[src/rtl/irq_route_pkg.sv]
package irq_route_pkg;
  localparam int PRIO_W   = 4;
  localparam int CFG_W    = 9;
  localparam int F_SENSE  = 4;
  localparam int F_POLAR  = 5;
  localparam int F_SPREAD = 6;
  localparam int F_MASK   = 7;
  localparam int F_ACT    = 8;
  localparam logic [CFG_W-1:0] CFG_RESET = 9'h080;

  typedef enum logic [1:0] {
    UPD_CFG  = 2'd0,
    UPD_DEST = 2'd1,
    UPD_PEND = 2'd2,
    UPD_POKE = 2'd3
  } upd_kind_e;

  typedef enum logic [1:0] {
    SRC_EXT      = 2'd0,
    SRC_INTERNAL = 2'd1,
    SRC_SPECIAL  = 2'd2
  } src_class_e;
endpackage

[src/rtl/irq_cfg_filter.sv]
module irq_cfg_filter
  import irq_route_pkg::*;
(
  input  src_class_e       cls,
  input  logic [CFG_W-1:0] wdata,
  input  logic             old_act,
  output logic [CFG_W-1:0] word,
  output logic             level
);
  always_comb begin
    word         = wdata;
    word[F_ACT]  = old_act;
    level        = wdata[F_SENSE];
    case (cls)
      SRC_INTERNAL: begin
        word[F_SENSE] = 1'b0;
        level         = 1'b1;
      end
      SRC_SPECIAL: begin
        word[F_SENSE] = 1'b0;
        word[F_POLAR] = 1'b0;
        level         = 1'b0;
      end
      default: ;
    endcase
  end
endmodule

[src/rtl/irq_rr_pick.sv]
module irq_rr_pick #(
  parameter int N  = 4,
  parameter int IW = 2
) (
  input  logic [N-1:0]  mask,
  input  logic [IW-1:0] last,
  output logic          found,
  output logic [IW-1:0] pick
);
  always_comb begin
    int j;
    found = 1'b0;
    pick  = last;
    for (int k = 1; k < N; k++) begin
      j = int'(last) + k;
      if (j >= N) j = j - N;
      if (!found && mask[j]) begin
        found = 1'b1;
        pick  = IW'(j);
      end
    end
  end
endmodule

[src/rtl/irq_route_decide.sv]
module irq_route_decide #(
  parameter int N  = 4,
  parameter int IW = 2
) (
  input  logic [N-1:0]  dest,
  input  logic [IW-1:0] last,
  input  logic          spread,
  output logic [N-1:0]  hit,
  output logic          take_last,
  output logic [IW-1:0] new_last
);
  logic          found;
  logic [IW-1:0] pick;
  logic          only_last;

  irq_rr_pick #(.N(N), .IW(IW)) u_pick (
    .mask  (dest),
    .last  (last),
    .found (found),
    .pick  (pick)
  );

  assign only_last = (dest == (N'(1) << last));

  always_comb begin
    hit       = '0;
    take_last = 1'b0;
    new_last  = last;
    if (dest == '0) begin
      hit = '0;
    end else if (only_last || !spread) begin
      hit = dest;
    end else if (found) begin
      hit[pick] = 1'b1;
      take_last = 1'b1;
      new_last  = pick;
    end
  end
endmodule

[src/rtl/irq_route.sv]
module irq_route
  import irq_route_pkg::*;
#(
  parameter int          NUM_SRC      = 8,
  parameter int          NUM_CPU      = 4,
  parameter int          NUM_EXT      = 4,
  parameter int          NUM_INTERNAL = 2,
  parameter int unsigned MASK_EXEMPT  = 1,
  localparam int SIW = (NUM_SRC > 1) ? $clog2(NUM_SRC) : 1,
  localparam int CIW = (NUM_CPU > 1) ? $clog2(NUM_CPU) : 1
) (
  input  logic              clk,
  input  logic              rst,
  input  logic              upd_valid,
  input  logic [1:0]        upd_kind,
  input  logic [SIW-1:0]    upd_idx,
  input  logic [CFG_W-1:0]  upd_data,
  input  logic [SIW-1:0]    rd_idx,
  output logic [CFG_W-1:0]  rd_cfg,
  output logic              rd_level,
  output logic [NUM_CPU-1:0] ev_hit,
  output logic [SIW-1:0]    ev_src,
  output logic [PRIO_W-1:0] ev_prio,
  output logic              ev_active,
  output logic              ev_was_active
);
  localparam logic [NUM_SRC-1:0] EXEMPT = MASK_EXEMPT[NUM_SRC-1:0];

  function automatic src_class_e class_of(input logic [SIW-1:0] i);
    if (int'(i) < NUM_EXT) return SRC_EXT;
    if (int'(i) < NUM_EXT + NUM_INTERNAL) return SRC_INTERNAL;
    return SRC_SPECIAL;
  endfunction

  logic [CFG_W-1:0]   cfg_q  [NUM_SRC];
  logic [NUM_CPU-1:0] dst_q  [NUM_SRC];
  logic [CIW-1:0]     last_q [NUM_SRC];
  logic [NUM_SRC-1:0] pend_q;
  logic [NUM_SRC-1:0] lvl_q;

  logic [CFG_W-1:0]   cur_cfg, flt_cfg, nx_cfg, store_cfg;
  logic               flt_lvl;
  logic [NUM_CPU-1:0] nx_dst, hit;
  logic               nx_pend, nx_spread, act_new, act_old, touch;
  logic               take_last;
  logic [CIW-1:0]     new_last;

  assign cur_cfg = cfg_q[upd_idx];
  assign act_old = cur_cfg[F_ACT];

  irq_cfg_filter u_filter (
    .cls     (class_of(upd_idx)),
    .wdata   (upd_data),
    .old_act (act_old),
    .word    (flt_cfg),
    .level   (flt_lvl)
  );

  always_comb begin
    nx_cfg  = (upd_kind == UPD_CFG)  ? flt_cfg : cur_cfg;
    nx_dst  = (upd_kind == UPD_DEST) ? upd_data[NUM_CPU-1:0] : dst_q[upd_idx];
    nx_pend = (upd_kind == UPD_PEND) ? upd_data[0] : pend_q[upd_idx];
    act_new = nx_pend && (!nx_cfg[F_MASK] || EXEMPT[upd_idx]);
    touch   = act_new || act_old;
    store_cfg        = nx_cfg;
    store_cfg[F_ACT] = act_new;
  end

  assign nx_spread = nx_cfg[F_SPREAD];

  irq_route_decide #(.N(NUM_CPU), .IW(CIW)) u_route (
    .dest      (nx_dst),
    .last      (last_q[upd_idx]),
    .spread    (nx_spread),
    .hit       (hit),
    .take_last (take_last),
    .new_last  (new_last)
  );

  always_ff @(posedge clk) begin
    if (rst) begin
      for (int i = 0; i < NUM_SRC; i++) begin
        cfg_q[i]  <= CFG_RESET;
        dst_q[i]  <= '0;
        last_q[i] <= '0;
        pend_q[i] <= 1'b0;
        lvl_q[i]  <= (class_of(SIW'(i)) == SRC_INTERNAL);
      end
      ev_hit        <= '0;
      ev_src        <= '0;
      ev_prio       <= '0;
      ev_active     <= 1'b0;
      ev_was_active <= 1'b0;
    end else begin
      ev_hit <= '0;
      if (upd_valid) begin
        cfg_q[upd_idx]  <= store_cfg;
        dst_q[upd_idx]  <= nx_dst;
        pend_q[upd_idx] <= nx_pend;
        if (upd_kind == UPD_CFG) lvl_q[upd_idx] <= flt_lvl;
        if (touch) begin
          ev_hit <= hit;
          if (take_last) last_q[upd_idx] <= new_last;
        end
        ev_src        <= upd_idx;
        ev_prio       <= nx_cfg[PRIO_W-1:0];
        ev_active     <= act_new;
        ev_was_active <= act_old;
      end
    end
  end

  assign rd_cfg   = cfg_q[rd_idx];
  assign rd_level = lvl_q[rd_idx];
endmodule

[config.mk]
export PLATFORM = sky130hd
export DESIGN_NAME = irq_route
export DESIGN_NICKNAME = d
export VERILOG_FILES = /design/src/rtl/irq_route_pkg.sv /design/src/rtl/irq_cfg_filter.sv /design/src/rtl/irq_rr_pick.sv /design/src/rtl/irq_route_decide.sv /design/src/rtl/irq_route.sv
export SDC_FILE = /design/constraint.sdc
export NUM_CORES = 1
export LEC_CHECK = 0
export BUFFER_PORTS_ARGS = -buffer_cell sky130_fd_sc_hd__buf_2
export CAP_MARGIN = 20
export CORE_ASPECT_RATIO = 1.2
export CORE_MARGIN = 2
export CORE_UTILIZATION = 48
export DETAILED_ROUTE_END_ITERATION = 10
export GPL_ROUTABILITY_DRIVEN = 0
export MAX_ROUTING_LAYER = met4
export PLACE_DENSITY = 0.72
export SLEW_MARGIN = 20
export SYNTH_ARGS = -nofsm -noshare
export SYNTH_HDL_FRONTEND = slang
export SYNTH_SLANG_ARGS = --single-unit
[constraint.sdc]
create_clock -name clk -period 2.85 [get_ports clk]
set_input_delay 0.1425 -clock clk [delete_from_list [all_inputs] [get_ports clk]]
set_output_delay 0.1425 -clock clk [all_outputs]
set_load 0.05 [all_outputs]
==> Yosys cells after proc, flatten, opt, wreduce, memory -nomap -nowiden <==
Memories as Yosys holds them, arrays and structs flattened.
Cells that the tools add are included.
{ "totals": {"register_bits": 29, "latch_bits": 0, "ram_bits": 120, "rom_bits": 8, "inputBits": 20, "out_inout_bits": 23, "elab_cells": 144, "n_memories": 4} }
{ "op_classes": {"n_addsub": 6, "mul": 0, "div_mod_pow": 0, "n_lt_le_gt_ge": 13, "n_eq_ne": 7, "n_shift": 1, "mux": 80, "bitwise_logic": 2, "reduce_logical": 23} }
{ "memory_table": {"columns": ["memory", "words", "width", "rd", "rd_ports_with_merged_regs", "wr", "line_no", "source"], "rows": [
  ["cfg_q", 8, 9, 2, 0, 8, "irq_route.sv:35", "logic [CFG_W-1:0] cfg_q [NUM_SRC];"],
  ["dst_q", 8, 4, 1, 0, 8, "irq_route.sv:36", "logic [NUM_CPU-1:0] dst_q [NUM_SRC];"],
  ["last_q", 8, 2, 1, 0, 8, "irq_route.sv:37", "logic [CIW-1:0] last_q [NUM_SRC];"],
  ["(no name shown)", 8, 1, 1, 0, 0, "irq_route.sv:63", "act_new = nx_pend && (!nx_cfg[F_MASK] || EXEMPT[upd_idx]);"]
]} }
{ "ops": {"columns": ["operator", "count"], "rows": [
  ["$lt 32x4->1 const B", 3],
  ["$mux 32", 3],
  ["$mux 1", 39],
  ["$ge 32x4->1 const B", 1],
  ["$mux 2", 16],
  ["$sub 32x4->32 const B", 1],
  ["$mux 6", 3],
  ["$bwmux 8", 2],
  ["$mux 4", 4],
  ["$mux 3", 3],
  ["$mux 9", 1],
  ["$reduce_or 9->1", 1],
  ["$eq 2x1->1 const B", 4],
  ["$lt 3x4->1 const B", 2],
  ["$mux 8", 1],
  ["$reduce_or 4->1", 2],
  ["$sub 3x3->4 const B", 2],
  ["$add 2x2->3 const B", 2],
  ["$bmux 1 s2", 3],
  ["$bmux 1 s3", 2],
  ["$ge 3x3->1 const B", 2],
  ["$lt 3x3->1 const B", 2],
  ["$logic_and 1x1->1", 5],
  ["$eq 2x2->1 const B", 2],
  ["17 further kinds", 26]
]} }

==> Depth between registers and ports, before layout <==
An unclocked memory read counts as a cell.
{ "depth": {"ltp_word": 24, "ltp_mapped": 14, "depth_no_buf": 11} }

==> Hierarchy <==
From an unflattened synthesis, not the netlist that was laid out.
{ "hier_totals": {"hier_cells": 662, "hier_area_um2": 7957.6} }
{ "modules_own_cells": {"columns": ["mod", "n_inst", "cells_per_inst", "area_each_um2"], "rows": [
  ["irq_route", 1, 603, 7533.5],
  ["irq_route_decide", 1, 29, 210.2],
  ["irq_cfg_filter", 1, 14, 113.9],
  ["irq_rr_pick", 1, 16, 100.1]
]} }

==> Least setup slack after synthesis <==
Ideal clock, no wire load.
{ "synth_timing": {"path_type": "register -> register", "startpoint": "memory last_q[7][0] in the netlist's numbering", "endpoint": "memory last_q[7][0] in the netlist's numbering, enable pin", "arrival_time_ns": 2.659, "path_slack_ns": -0.124, "stages_incl_launch_ff": 12, "path_buffers": 1, "cell_sequence": "edfxtp_1 > mux4_2 > o22ai_4 > inv_1 > ha_1 > xor2_1 > a41oi_1 > o211ai_1 > a21oi_4 > buf_4 > inv_2 > o21bai_1"} }
{ "synth_lines": {"columns": ["element", "line_no"], "rows": [
  ["start, declared", "irq_route.sv:37"]
]} }

==> metrics.csv <==
stage,metric,value,unit
finish,layout cells sized above 1,32.12,%
logic_synthesis,Synth Instances,640,
clock_tree,CTS tree,yes,
hold_path,Hold Crit Depth,2,
logic_synthesis,Post-synth top flop,edfxtp_1,
outcome,status,finished with violations,
grt,gr usage total,26.77,%
floorplan,Ports,43,
clock_tree,Root Buffer,clkbuf_16,
pwr,VDD IR-drop max,0.4440,mV
finish,antenna cells,0,
timing,setup_tns,-1035,ps
pwr,power per cell area,625.0,mW/mm^2
flow_run,Max Cap Viol,0,
outcome,failing checks,setup timing,
timing,Max-slew headroom,48.85,%
worst_setup_path,startpoint class of the critical path,flip-flop,
timing,Worst Tran Pin Value,767.3,ps
logic_synthesis,Synth Area per Inst,12.02,um^2
finish,Filler cells,1203,
floorplan,Rows,50,
placed_design,Cell Count Post-Placement,911,
timing,RSZ-0062 raised after global routing,true,
clock_tree,Inserted Clock Buffers,17,
worst_setup_path,R2R depth,12,
pwr,Flop pwr share,42.6,%
timing,setup ws final,-88.12,ps
finish,Layout Utilization,59.95,%
worst_setup_path,CP required,2980,ps
timing,Hold WS,106.6,ps
grt,initial antenna violation count,0,
placed_design,Post-DP HPWL,14360,um
clock_tree,cts hold-fix bufs,0,
drt,First-pass DRT Iterations,5,
worst_setup_path,"Max FO, Critical Path",6,
logic_synthesis,"Seq/Total Area, Yosys",55.19,%
drt,Post-DRT Antenna Nets,0,
timing,clock period minus worst slack,2938,ps
floorplan,die area,0.01705,mm^2
worst_setup_path,Worst Path Arrival,3070,ps
timing,Setup Viol. Count Final,20,
drt,DR vias/cell,6.210,
grt,GRT Residual Overflow,0,
hold_path,worst hold path type,in2reg,
placed_design,port buffer count,41,
timing,Final Max Slew Viols,0,
logic_synthesis,cell taking the most area after synthesis,edfxtp_1,
finish,FF+latch area,0.004244,mm^2
pwr,switching share of power,26.57,%
clock_tree,Max clock buf depth,2,
grt,pin count of the biggest net entering global routing,30,
logic_synthesis,Yosys reg bits,149,
worst_setup_path,endpoint class of the critical path,flip-flop,
drt,total routed wirelength,21730,um
placed_design,"worst slack, placed",-195.8,ps
finish,multi-input logic area,0.003287,mm^2
drt,WL per Instance,22.90,um
clock_tree,clk sinks,149,
grt,vias in the first global route,5867,
floorplan,die width,119.5,um
pwr,P_sw,1.557,mW
timing,Final period util,103.1,%
pwr,Pint,4.304,mW
hold_path,Hold Startpoint,rst,
logic_synthesis,Yosys Warn Count,0,
worst_setup_path,crit path launch,last_q[7][0],
timing,Max Freq,340.4,MHz
placed_design,dpl cell area,0.008502,mm^2
pwr,combinational share of power,17.4,%
drt,1st-iter DRT viols,840,
finish,NumNets Final,752,
clock_tree,H-tree levels,4,
logic_synthesis,post-synth top area share,49.20,%
drt,residual DRC count,0,
clock_tree,Worst-Skew Late Latency,430,ps
finish,Synth-to-Final Area Change,21.93,%
logic_synthesis,most frequent cells after synthesis,"135 x nor2_1, 126 x edfxtp_1, 33 x nand2_1, 29 x mux2i_1, 29 x mux4_2",
floorplan,Initial Util,49.17,%
timing,clock skew,7.201,ps
finish,Final Cell Area,0.009376,mm^2
drt,vias,5893,
logic_synthesis,async set-reset flop share out of synthesis,0,%
worst_setup_path,Crit Path Category,reg2reg,
grt,first-pass GRT wire length,33220,um
logic_synthesis,most common cell in the netlist,nor2_1,
logic_synthesis,Syn Nets,664,
pwr,Pwr Total,5.861,mW
pwr,leak pwr,3.599,nW
logic_synthesis,Area contributors post-synth,"edfxtp_1 49%, mux4_2 8.5%, nor2_1 6.6%, dfxtp_1 6.0%, mux2i_1 3.8%",
logic_synthesis,Post-Syn Area,0.007690,mm^2
pwr,clock network fraction of total power,40.0,%
floorplan,DIE HEIGHT,142.7,um
timing,final hold violation count,0,
worst_setup_path,FF-to-FF Start,last_q[7][0],
clock_tree,"Reg clk slew, reported paths",60,ps
logic_synthesis,Synth cell types,61,
floorplan,Core Region,0.01564,mm^2
logic_synthesis,"EDFF count, synth",126,
finish,Final Non-Filler Cells,949,
worst paths after layout:
path,end,slack (ps)
min reg2reg,lvl_q[6],450
max,last_q[1][1],-90
max reg2reg,last_q[1][1],-90
min,ev_active,110
power groups by stage:
stage	clock [mW]	combinational [mW]	sequential (mW)
6_report	2.34	1.02	2.50
5_1_grt	2.43	1.08	2.50
4_1_cts	2.34	0.955	2.50
3_5_place_dp	0	0.915	2.54
3_3_place_gp	0	0.894	2.53
2_1_floorplan	0	0.568	2.56
placed cells by master (no fill, tap or decap), types with 11 or more instances in the layout:
master     instances
buf_2             41
nand3_1           16
buf_4             69
clkbuf_16         21
a21oi_1           11
nor2_1           135
mux2_2            15
mux2i_1           28
mux4_2            30
nand2_1           27
dfxtp_1           23
nand2b_1          16
o21ai_0           14
edfxtp_1         126
inv_1             13
a221oi_1          12
logic make-up after synthesis:
logic type | Yosys count | synth area share (%)
adder cells (fa/ha/maj) | 4 | 0.6509
flip-flops | 149 | 55.19
XOR/XNOR | 5 | 0.5695
multiplexers | 77 | 15.44
AO/OA/AOI/OAI | 102 | 10.20
AND/OR/NAND/NOR | 235 | 13.70
buffers and inverters | 68 | 4.247
cell type report:
type                            count  area share [%]
Clock buffer                       25           5.858
Clock inverter                      7          0.8273
Inverter                           18          0.7740
Multi-Input combinational cell    423           35.05
Sequential cell                   149           45.26
Tap cell                          208           2.776
Timing Repair Buffer              119           9.448
worst max-delay path, stage by stage, from the launching register on:
cell and delay [ps]:
edfxtp_1 370, mux4_2 520, o22ai_4 220, buf_12 160, buf_4 130, ha_4 130
xor2_1 80, a41oi_2 270, o211ai_1 190, a21oi_4 250, buf_12 170, nand2_2 60
nand2b_1 110
state kept, by name (all words and copies together) (netlist names):
name,cells
cfg_q,72
last_q,16
pend_q,8
ev_was_active,1
ev_src,3
ev_prio,4
lvl_q,8
ev_hit,4
ev_active,1
dst_q,32
repair_timing:
| action | in CTS | in global routing |
|---|---|---|
| pin swaps | 3 | 4 |
| cloned | 0 | 1 |
| endpoints found under the setup margin | 30 | 33 |
| resized for setup | 11 | 27 |
| setup buffers | 4 | 1 |
layer usage:
layer	vias up	track usage (%)	routed length (um)
met3	71	4.792	1930
met4	0	11.58	865
met5	-	-	0
met1	2895	32.02	7897
met2	378	44.75	11040
li1	2549	-	-
(Power assumes the default switching activity.)
